[src/rtl/adc_seq_pkg.sv]
`timescale 1ns/1ps
package adc_seq_pkg;

    localparam int SEL_W   = 3;
    localparam int DIV_W   = 6;
    localparam int MAX_DIV = 32;

    typedef enum logic [1:0] {
        ST_IDLE   = 2'd0,
        ST_SAMPLE = 2'd1,
        ST_CONV   = 2'd2
    } seq_state_e;

    // Divisor for each select code; zero marks a reserved code.
    function automatic logic [DIV_W-1:0] div_of(input logic [SEL_W-1:0] code);
        case (code)
            3'b100:  return 6'd1;
            3'b000:  return 6'd2;
            3'b101:  return 6'd4;
            3'b001:  return 6'd8;
            3'b110:  return 6'd16;
            3'b010:  return 6'd32;
            default: return 6'd0;
        endcase
    endfunction

endpackage

[src/rtl/adc_div_decode.sv]
`timescale 1ns/1ps
module adc_div_decode
    import adc_seq_pkg::*;
#(
    parameter int unsigned SYS_FREQ_KHZ  = 8000,
    parameter int unsigned MIN_PERIOD_NS = 500
) (
    input  logic [SEL_W-1:0] sel_i,
    output logic [DIV_W-1:0] div_o,
    output logic             reserved_o,
    output logic             too_fast_o
);

    localparam int     NCODES = 1 << SEL_W;
    localparam longint LIMIT  = longint'(MIN_PERIOD_NS) * longint'(SYS_FREQ_KHZ);

    logic [NCODES-1:0] fast_tbl;

    for (genvar i = 0; i < NCODES; i++) begin : g_code
        localparam longint DIV_I = longint'(div_of(SEL_W'(i)));
        // period_ns = div * 1e6 / f_khz; compare without division
        assign fast_tbl[i] = (DIV_I != 0) && ((DIV_I * 64'd1000000) < LIMIT);
    end

    always_comb begin
        div_o      = div_of(sel_i);
        reserved_o = (div_o == '0);
        too_fast_o = fast_tbl[sel_i];
    end

endmodule

[src/rtl/adc_prescaler.sv]
`timescale 1ns/1ps
module adc_prescaler
    import adc_seq_pkg::*;
#(
    parameter int CNT_W = $clog2(MAX_DIV)
) (
    input  logic             clk,
    input  logic             rst_n,
    input  logic             run_i,
    input  logic [DIV_W-1:0] div_i,
    output logic             tick_o
);

    logic [CNT_W-1:0] cnt_d, cnt_q;

    always_comb begin
        tick_o = run_i && ({{(DIV_W-CNT_W){1'b0}}, cnt_q} == (div_i - DIV_W'(1)));
        if (!run_i || tick_o) begin
            cnt_d = '0;
        end else begin
            cnt_d = cnt_q + CNT_W'(1);
        end
    end

    always_ff @(posedge clk or negedge rst_n) begin
        if (!rst_n) begin
            cnt_q <= '0;
        end else begin
            cnt_q <= cnt_d;
        end
    end

endmodule

[src/rtl/adc_seq_ctrl.sv]
`timescale 1ns/1ps
module adc_seq_ctrl
    import adc_seq_pkg::*;
#(
    parameter int          RES_W         = 12,
    parameter int unsigned SYS_FREQ_KHZ  = 8000,
    parameter int unsigned MIN_PERIOD_NS = 500
) (
    input  logic             clk,
    input  logic             rst_n,
    input  logic             start_i,
    input  logic             pwr_off_i,
    input  logic [2:0]       div_sel_i,
    input  logic             cmp_i,
    input  logic             irq_en_i,
    input  logic             irq_clr_i,
    output logic [RES_W-1:0] trial_o,
    output logic [RES_W-1:0] result_o,
    output logic             eoc_n_o,
    output logic             irq_flag_o,
    output logic             irq_o,
    output logic             sel_err_o,
    output logic             too_fast_o
);

    localparam int BIT_W = $clog2(RES_W);

    typedef struct packed {
        seq_state_e       st;
        logic             start;
        logic [RES_W-1:0] trial;
        logic [RES_W-1:0] result;
        logic [BIT_W-1:0] bidx;
        logic             eoc_n;
        logic             flag;
        logic             irq;
        logic             sel_err;
        logic             fast;
    } ctl_t;

    ctl_t ctl_d, ctl_q;

    logic [DIV_W-1:0] div;
    logic             reserved;
    logic             fast;
    logic             tick;
    logic             fall;
    logic [RES_W-1:0] decided;

    adc_div_decode #(
        .SYS_FREQ_KHZ (SYS_FREQ_KHZ),
        .MIN_PERIOD_NS(MIN_PERIOD_NS)
    ) u_dec (
        .sel_i     (div_sel_i),
        .div_o     (div),
        .reserved_o(reserved),
        .too_fast_o(fast)
    );

    adc_prescaler u_pre (
        .clk   (clk),
        .rst_n (rst_n),
        .run_i (ctl_q.st != ST_IDLE),
        .div_i (div),
        .tick_o(tick)
    );

    always_comb begin
        ctl_d         = ctl_q;
        ctl_d.start   = start_i;
        ctl_d.irq     = 1'b0;
        ctl_d.sel_err = reserved;
        ctl_d.fast    = fast;
        if (irq_clr_i) begin
            ctl_d.flag = 1'b0;
        end

        fall    = ctl_q.start && !start_i;
        decided = ctl_q.trial;
        if (!cmp_i) begin
            decided[ctl_q.bidx] = 1'b0;
        end

        if (start_i) begin
            // raised start bit holds the sequencer in reset
            ctl_d.st    = ST_IDLE;
            ctl_d.trial = '0;
            ctl_d.eoc_n = 1'b1;
        end else if (pwr_off_i || reserved) begin
            ctl_d.st    = ST_IDLE;
            ctl_d.trial = '0;
        end else if (fall) begin
            ctl_d.st    = ST_SAMPLE;
            ctl_d.trial = '0;
            ctl_d.eoc_n = 1'b1;
        end else begin
            case (ctl_q.st)
                ST_SAMPLE: begin
                    if (tick) begin
                        ctl_d.st           = ST_CONV;
                        ctl_d.bidx         = BIT_W'(RES_W - 1);
                        ctl_d.trial        = '0;
                        ctl_d.trial[RES_W-1] = 1'b1;
                    end
                end
                ST_CONV: begin
                    if (tick) begin
                        if (ctl_q.bidx == '0) begin
                            ctl_d.st     = ST_IDLE;
                            ctl_d.result = decided;
                            ctl_d.trial  = '0;
                            ctl_d.eoc_n  = 1'b0;
                            ctl_d.flag   = 1'b1;
                            ctl_d.irq    = irq_en_i;
                        end else begin
                            ctl_d.trial = decided;
                            ctl_d.trial[ctl_q.bidx - BIT_W'(1)] = 1'b1;
                            ctl_d.bidx  = ctl_q.bidx - BIT_W'(1);
                        end
                    end
                end
                default: ;
            endcase
        end
    end

    always_ff @(posedge clk or negedge rst_n) begin
        if (!rst_n) begin
            ctl_q         <= '0;
            ctl_q.st      <= ST_IDLE;
            ctl_q.eoc_n   <= 1'b1;
        end else begin
            ctl_q <= ctl_d;
        end
    end

    assign trial_o    = ctl_q.trial;
    assign result_o   = ctl_q.result;
    assign eoc_n_o    = ctl_q.eoc_n;
    assign irq_flag_o = ctl_q.flag;
    assign irq_o      = ctl_q.irq;
    assign sel_err_o  = ctl_q.sel_err;
    assign too_fast_o = ctl_q.fast;

endmodule

[config.mk]
export PLATFORM = sky130hd
export DESIGN_NAME = adc_seq_ctrl
export DESIGN_NICKNAME = d
export VERILOG_FILES = /design/src/rtl/adc_seq_pkg.sv /design/src/rtl/adc_div_decode.sv /design/src/rtl/adc_prescaler.sv /design/src/rtl/adc_seq_ctrl.sv
export SDC_FILE = /design/constraint.sdc
export NUM_CORES = 1
export LEC_CHECK = 0
export BUFFER_PORTS_ARGS = -buffer_cell sky130_fd_sc_hd__buf_2
export CORE_ASPECT_RATIO = 0.75
export CORE_UTILIZATION = 30
export CTS_BUF_LIST = sky130_fd_sc_hd__clkbuf_8
export DETAILED_ROUTE_END_ITERATION = 7
export MAX_ROUTING_LAYER = met4
export PLACE_DENSITY = 0.47
export SLEW_MARGIN = 20
export SYNTH_ARGS = -nofsm -noshare
export SYNTH_HDL_FRONTEND = slang
export SYNTH_SLANG_ARGS = --single-unit
[constraint.sdc]
create_clock -name clk -period 2.5 [get_ports clk]
set_clock_uncertainty 0.15 [all_clocks]
set_input_delay 0.125 -clock clk [delete_from_list [all_inputs] [get_ports clk]]
set_output_delay 0.125 -clock clk [all_outputs]
set_load 0.1 [all_outputs]
Yosys cells after proc, flatten, opt, wreduce, memory -nomap -nowiden. Memory sizes are Yosys's and may differ from the RTL's. A register that Yosys moved wholly into a read port is not among the register bits. Index checks and enable logic that the tools add are counted.

Flip-flop bits (word level): 40. Logic and storage cells: 95. ROM bits: 8. Output and inout port bits: 29. Memories: 1. Input bits: 10.

Memory list: (no name shown) (depth 8, width 1, rd ports 1, clocked after memory_dff 1, wr ports 0, line adc_div_decode.sv:28) `too_fast_o = fast_tbl[sel_i];`.

$add $sub $neg: 3. Reduce and logical (&&, ||, !) cells: 23. Mux-type cells: 33. Order comparisons: 4. Eq/ne operators: 15. Bitwise operators: 6.

Operators by type and width (number): 12-bit two-way mux (7); 6-bit case mux with 6 select lines (1); 31-bit two-way mux (1); 12-bit case mux with 2 select lines (1); 2-bit two-way mux (8); 5-bit != test (second input constant) (3); 12-bit bitwise AND (1); 12-bit inverter (1); 12-bit OR (1); 4-bit by 5-bit < comparator with 1-bit output (second input constant) (2); 3-bit == test (second input constant) (3); 3-bit two-way mux (3); 3-bit nonzero test (3); 1-bit demux with 4-bit select (2); 4-bit by 1-bit >= comparator with 1-bit output (second input constant) (2); 4-bit two-way mux (2); 2-bit != test (second input constant) (4); 4-bit case mux with 2 select lines (1); 4-bit AND reduction (2); 7-bit AND reduction (1); 5-bit by 6-bit == test with 1-bit output (1); 6-bit zero test (1); 6-bit AND reduction (1); 6-bit by 1-bit subtractor with 6-bit output (second input constant) (1); 18 further kinds (31).

Depth between registers and ports, before layout.
Depth after elaboration: 14. Mapped depth: 11. Depth with buffers taken out: 8.

Cells and area by module. Synthesis repeated with hierarchy kept, for this count alone.

Cell total of the unflattened synthesis: 273. Area, all modules: 2471.1 µm².

By module, submodules not included: adc_seq_ctrl (area an instance 2013.2 µm², cells an instance 221, seq. area each 902.1 µm², instances 1); adc_prescaler (area an instance 399.1 µm², cells an instance 44, seq. area each 125.1 µm², instances 1); adc_div_decode (area an instance 58.8 µm², cells an instance 8, seq. area each 0.0 µm², instances 1).

Least setup slack after synthesis. No wires, ideal clock.

Path type: in2reg. Start: input div_sel_i[1]. End: register ctl_q, in the netlist result_o[10]. Stages: 9. Required time: 2225 ps. Path slack: 101 ps. Data arrival time: 2124 ps. Library setup time: 125 ps. Cell sequence: buf_2 or3_1 ha_1 xnor2_1 o31a_1 o211ai_2 nand4_2 buf_6 mux2_4.

Cells in the longest elaborated chain, start to end: 6.

RTL lines: from (decl) (line adc_seq_ctrl.sv:13) `input logic [2:0] div_sel_i,`; 3-bit by 2-bit == test with 1-bit output, or another cell as far along (line adc_seq_pkg.sv:16) `case (code)`; 6-bit case mux with 6 select lines * (line adc_seq_pkg.sv:16); 6-bit by 1-bit subtractor with 6-bit output / 6-bit zero test (equally long branches) (line adc_prescaler.sv:17, adc_div_decode.sv:27); 5-bit by 6-bit == test with 1-bit output / 1-bit logical OR (equally long branches) (line adc_prescaler.sv:17, adc_seq_ctrl.sv:89); 1-bit logical AND / 1-bit inverter (equally long branches); 6-bit AND reduction (no source line) *; to (signal assigned) (line adc_seq_ctrl.sv:133) `ctl_q <= ctl_d;`; to (decl) (line adc_seq_ctrl.sv:41) `ctl_t ctl_d, ctl_q;`.

Mark *: on every way between the ends. The rest lies on a longest branch, timed or not. A chain may end at the register's enable or synchronous reset.

Final worst setup path.
Start: register ctl_q[6] in the netlist's numbering. End: register ctl_q, in the netlist result_o[7].

Cells in the longest elaborated chain, start to end: 7.

RTL lines: 4-bit by 5-bit < comparator with 1-bit output (not written as such) / 4-bit by 1-bit >= comparator with 1-bit output (equally long branches) (line adc_seq_ctrl.sv:81) `decided[ctl_q.bidx] = 1'b0;`; 1-bit logical AND (not written as such) (line adc_seq_ctrl.sv:81); 1-bit two-way mux (not written as such) (line adc_seq_ctrl.sv:81); 1-bit demux with 4-bit select (line adc_seq_ctrl.sv:81); 12-bit inverter (no source line); 12-bit bitwise AND (no source line); 12-bit two-way mux (line adc_seq_ctrl.sv:80) `if (!cmp_i) begin`.

Several ways; a longest one is shown, not always the timed one.

==> run summary <==
Internal power - 0.903 mW
Asr flop ratio synth - 100%
Syn Inst Count - 249
CP Launch Type - register
Yosys reg bits - 41
Reg power frac - 53.9%
R2r setup slk - 0.20 ns
Area growth, synth to finish - 15.8%
Core Rows - 28
I/O Pins - 39
DR top layer - met4
Synth warnings - 0
Initial antenna violation count - 0
Final hold violations - 0
TritonCTS clock tree - yes
Final HPWL DP - 4260 um
Post-CTS Setup Bufs - 0
Clock buffer depth - 2
I/O Buffers - 38
Pin count of the biggest net entering global routing - 42
Via count - 1975
RSZ-0062 raised after global routing - false
Vias per cell - 5.03
Switching power - 0.342 mW
Syn Area/Cell - 10.1 sq um
CP max-delay cell - or3b_1
Area share of the largest cell type after synthesis - 39.9%
Worst path arrival time - 2.34 ns
DRT Pass-1 Iters - 4
Clk sinks - 41
GRT Total Usage - 15.3%
CTS Buf Count - 5
Max Clk Rate - 435 MHz
Final wirelength - 5890 um
Maxcap violations - 0
Max incr delay on CP - 0.44 ns
Outcome - completed
Skew-Pair Late Insertion Delay - 0.31 ns
Share of layout cells above drive strength 1 - 30.6%
Crit end category - register
Register area share after synthesis - 40.9%
Leak Pwr - 1.39 nW
Total gr overflow - 0
Total negative slack - 0 ns
H-Tree Depth - 2
WP data required - 2.54 ns
Maximum fanout along the worst path - 10
Vias in the first global route - 1844
Post-synth top cells - dfrtp_1 (40), buf_4 (25), a21oi_1 (17)
Final period utilization - 91.9%
Net Sw Frac - 27.5%
DIE AREA - 8740 sq um
Overall die height - 81.2 um
P per Cell Area - 429 nW/um^2
Fillers - 815
First-pass GRT wire length - 9730 um
Top FF cell, synth - dfrtp_1
Initial Util - 31.4%
Max Slew Vio Count - 0
Slew @ Worst Pin - 0.950 ns
DR WL/cell - 15.0 um
Clock share of power - 36.4%
VDD IR max - 194 uV
Floorplan core area - 7990 sq um
# diodes - 0
Crit-path cells - inv_1 > ha_1 > or3b_1 > nor2_1 > nand4_2 > buf_12 > mux2_4
RD Place Congestion - 0.779
Clock root buffer - clkbuf_8
Area of the multi-input gates - 1220 sq um
Slew headroom - 36.6%
Met3 wire len - 406 um
Die Span X - 108 um
Synthesized area - 2510 sq um
Hold/Removal Path Class - input pin to register
Met1 Wirelength - 3100 um
Register area - 1030 sq um
Synth unique cells - 51
Nets - 304
Reg clk slew, reported paths - 0.09 ns
Worst Setup Path Type - register to register
Most numerous cell in the Yosys netlist - dfrtp_1
Setup violators final - 0
Routed Antenna Nets - 0
First DRT Iteration DRCs - 95
Met2 wire len - 2310 um
Fin crit period - 2.30 ns
Combinational share of power - 9.7%
Dpl cells - 379
Final Non-Filler Cells - 393
EDFF count, synth - 0
Resized Gates After CTS - 0
Drt drc - 0
Yosys top cell by area - dfrtp_1
Syn_nets - 266
Top post-synthesis cells by area - dfrtp_1 (40%), buf_4 (7.5%), mux2_4 (4.8%)
[power groups by stage]
| stage | clock (mW) | sequential [mW] | combinational, mW |
|---|---|---|---|
| 2_1_floorplan | 0 | 0.704 | 0.0475 |
| 3_3_place_gp | 0 | 0.685 | 0.115 |
| 3_5_place_dp | 0 | 0.685 | 0.115 |
| 4_1_cts | 0.476 | 0.672 | 0.123 |
| 5_1_grt | 0.498 | 0.673 | 0.133 |
| 6_report | 0.453 | 0.672 | 0.121 |
[timing repair]
item	4_1_cts	5_1_grt
hold endpoints to repair	46	0
hold buffers	6	0
setup endpoints to repair	0	0
[worst paths after layout]
kind                            cells after the start     endpoint        start
worst max-delay path                                7  result_o[7]     ctl_q[6]
worst min-delay path                                3  result_o[0]        cmp_i
worst max register to register                      7  result_o[7]     ctl_q[6]
worst min register to register                      1  result_o[8]  result_o[8]
max in group asynchronous                           3      eoc_n_o        rst_n
min in group asynchronous                           2     ctl_q[6]        rst_n
[metal layers]
| metal | vias to the layer above | global-route usage [%] |
|---|---|---|
| met5 | - | - |
| met2 | 71 | 20.0 |
| met4 | 0 | 4.93 |
| met3 | 8 | 3.29 |
| met1 | 944 | 22.8 |
| li1 | 952 | - |
[cells in the final DEF (no fill, tap or decap), types with 3 or more instances in the layout]
cell | synthesis | layout
nand2b_1 | 4 | 4
nor2_1 | 15 | 15
nand2_1 | 11 | 11
o2bb2ai_1 | 11 | 11
buf_4 | 25 | 18
nor2b_1 | 7 | 7
ha_1 | 7 | 7
inv_1 | 8 | 8
xnor2_1 | 4 | 4
nand3_1 | 3 | 3
xor2_1 | 5 | 5
clkbuf_8 | 0 | 5
nand4_1 | 3 | 3
mux2_4 | 8 | 8
nor3_1 | 5 | 5
dlygate4sd3_1 | 0 | 6
buf_2 | 5 | 38
o21ai_0 | 11 | 11
a31oi_1 | 4 | 4
a21oi_1 | 17 | 17
mux2_2 | 6 | 6
dfrtp_1 | 40 | 40
o31a_1 | 4 | 4
a21boi_0 | 10 | 10
[worst max-delay path: cells and delay by family (launching register included)]
family | cells | cell delay (ns)
and+or+nand+nor | 3 | 0.91
DFF | 1 | 0.38
muxes | 1 | 0.29
buffers and inverters | 2 | 0.27
adders and majority gates | 1 | 0.18
[through the flow]
step	setup WS [ns]	power [mW]	utilization (%)	hold slack, ns	cell area [sq um]
global route	0.0757	1.30	36.4	0.189	2900
detailed placement	0.0142	0.800	34.5	0.131	2760
CTS	0.201	1.27	36.4	0.114	2900
global placement	0.0602	0.800	34.5	0.132	2760
floorplan	0.101	0.751	-	-0.321	2510
finish	0.202	1.24	36.4	0.136	2900
[logic make-up after synthesis]
| group | after synthesis | share of synthesized area, % |
|---|---|---|
| adder cells (fa/ha/maj) | 7 | 3.49 |
| XOR/XNOR | 9 | 3.14 |
| multiplexers | 15 | 7.88 |
| flip-flops | 41 | 40.9 |
| buffers and inverters | 40 | 10.3 |
| AO/OA/AOI/OAI | 72 | 20.0 |
| AND/OR/NAND/NOR | 65 | 14.2 |
[layout make-up]
cell class	instances	share of cell area, %
Sequential cell	41	35.4
Clock buffer	5	2.37
Multi-Input combinational cell	168	42.1
Inverter	8	1.03
Tap cell	105	4.52
Timing Repair Buffer	63	14.0
Clock inverter	3	0.603
[sequential cells by signal (all words and copies together) (netlist names)]
name,cells
irq_flag_o,1
too_fast_o,1
result_o,12
u_pre.cnt_q,5
sel_err_o,1
irq_o,1
ctl_q,7
eoc_n_o,1
trial_o,12
(Power assumes the default switching activity.)
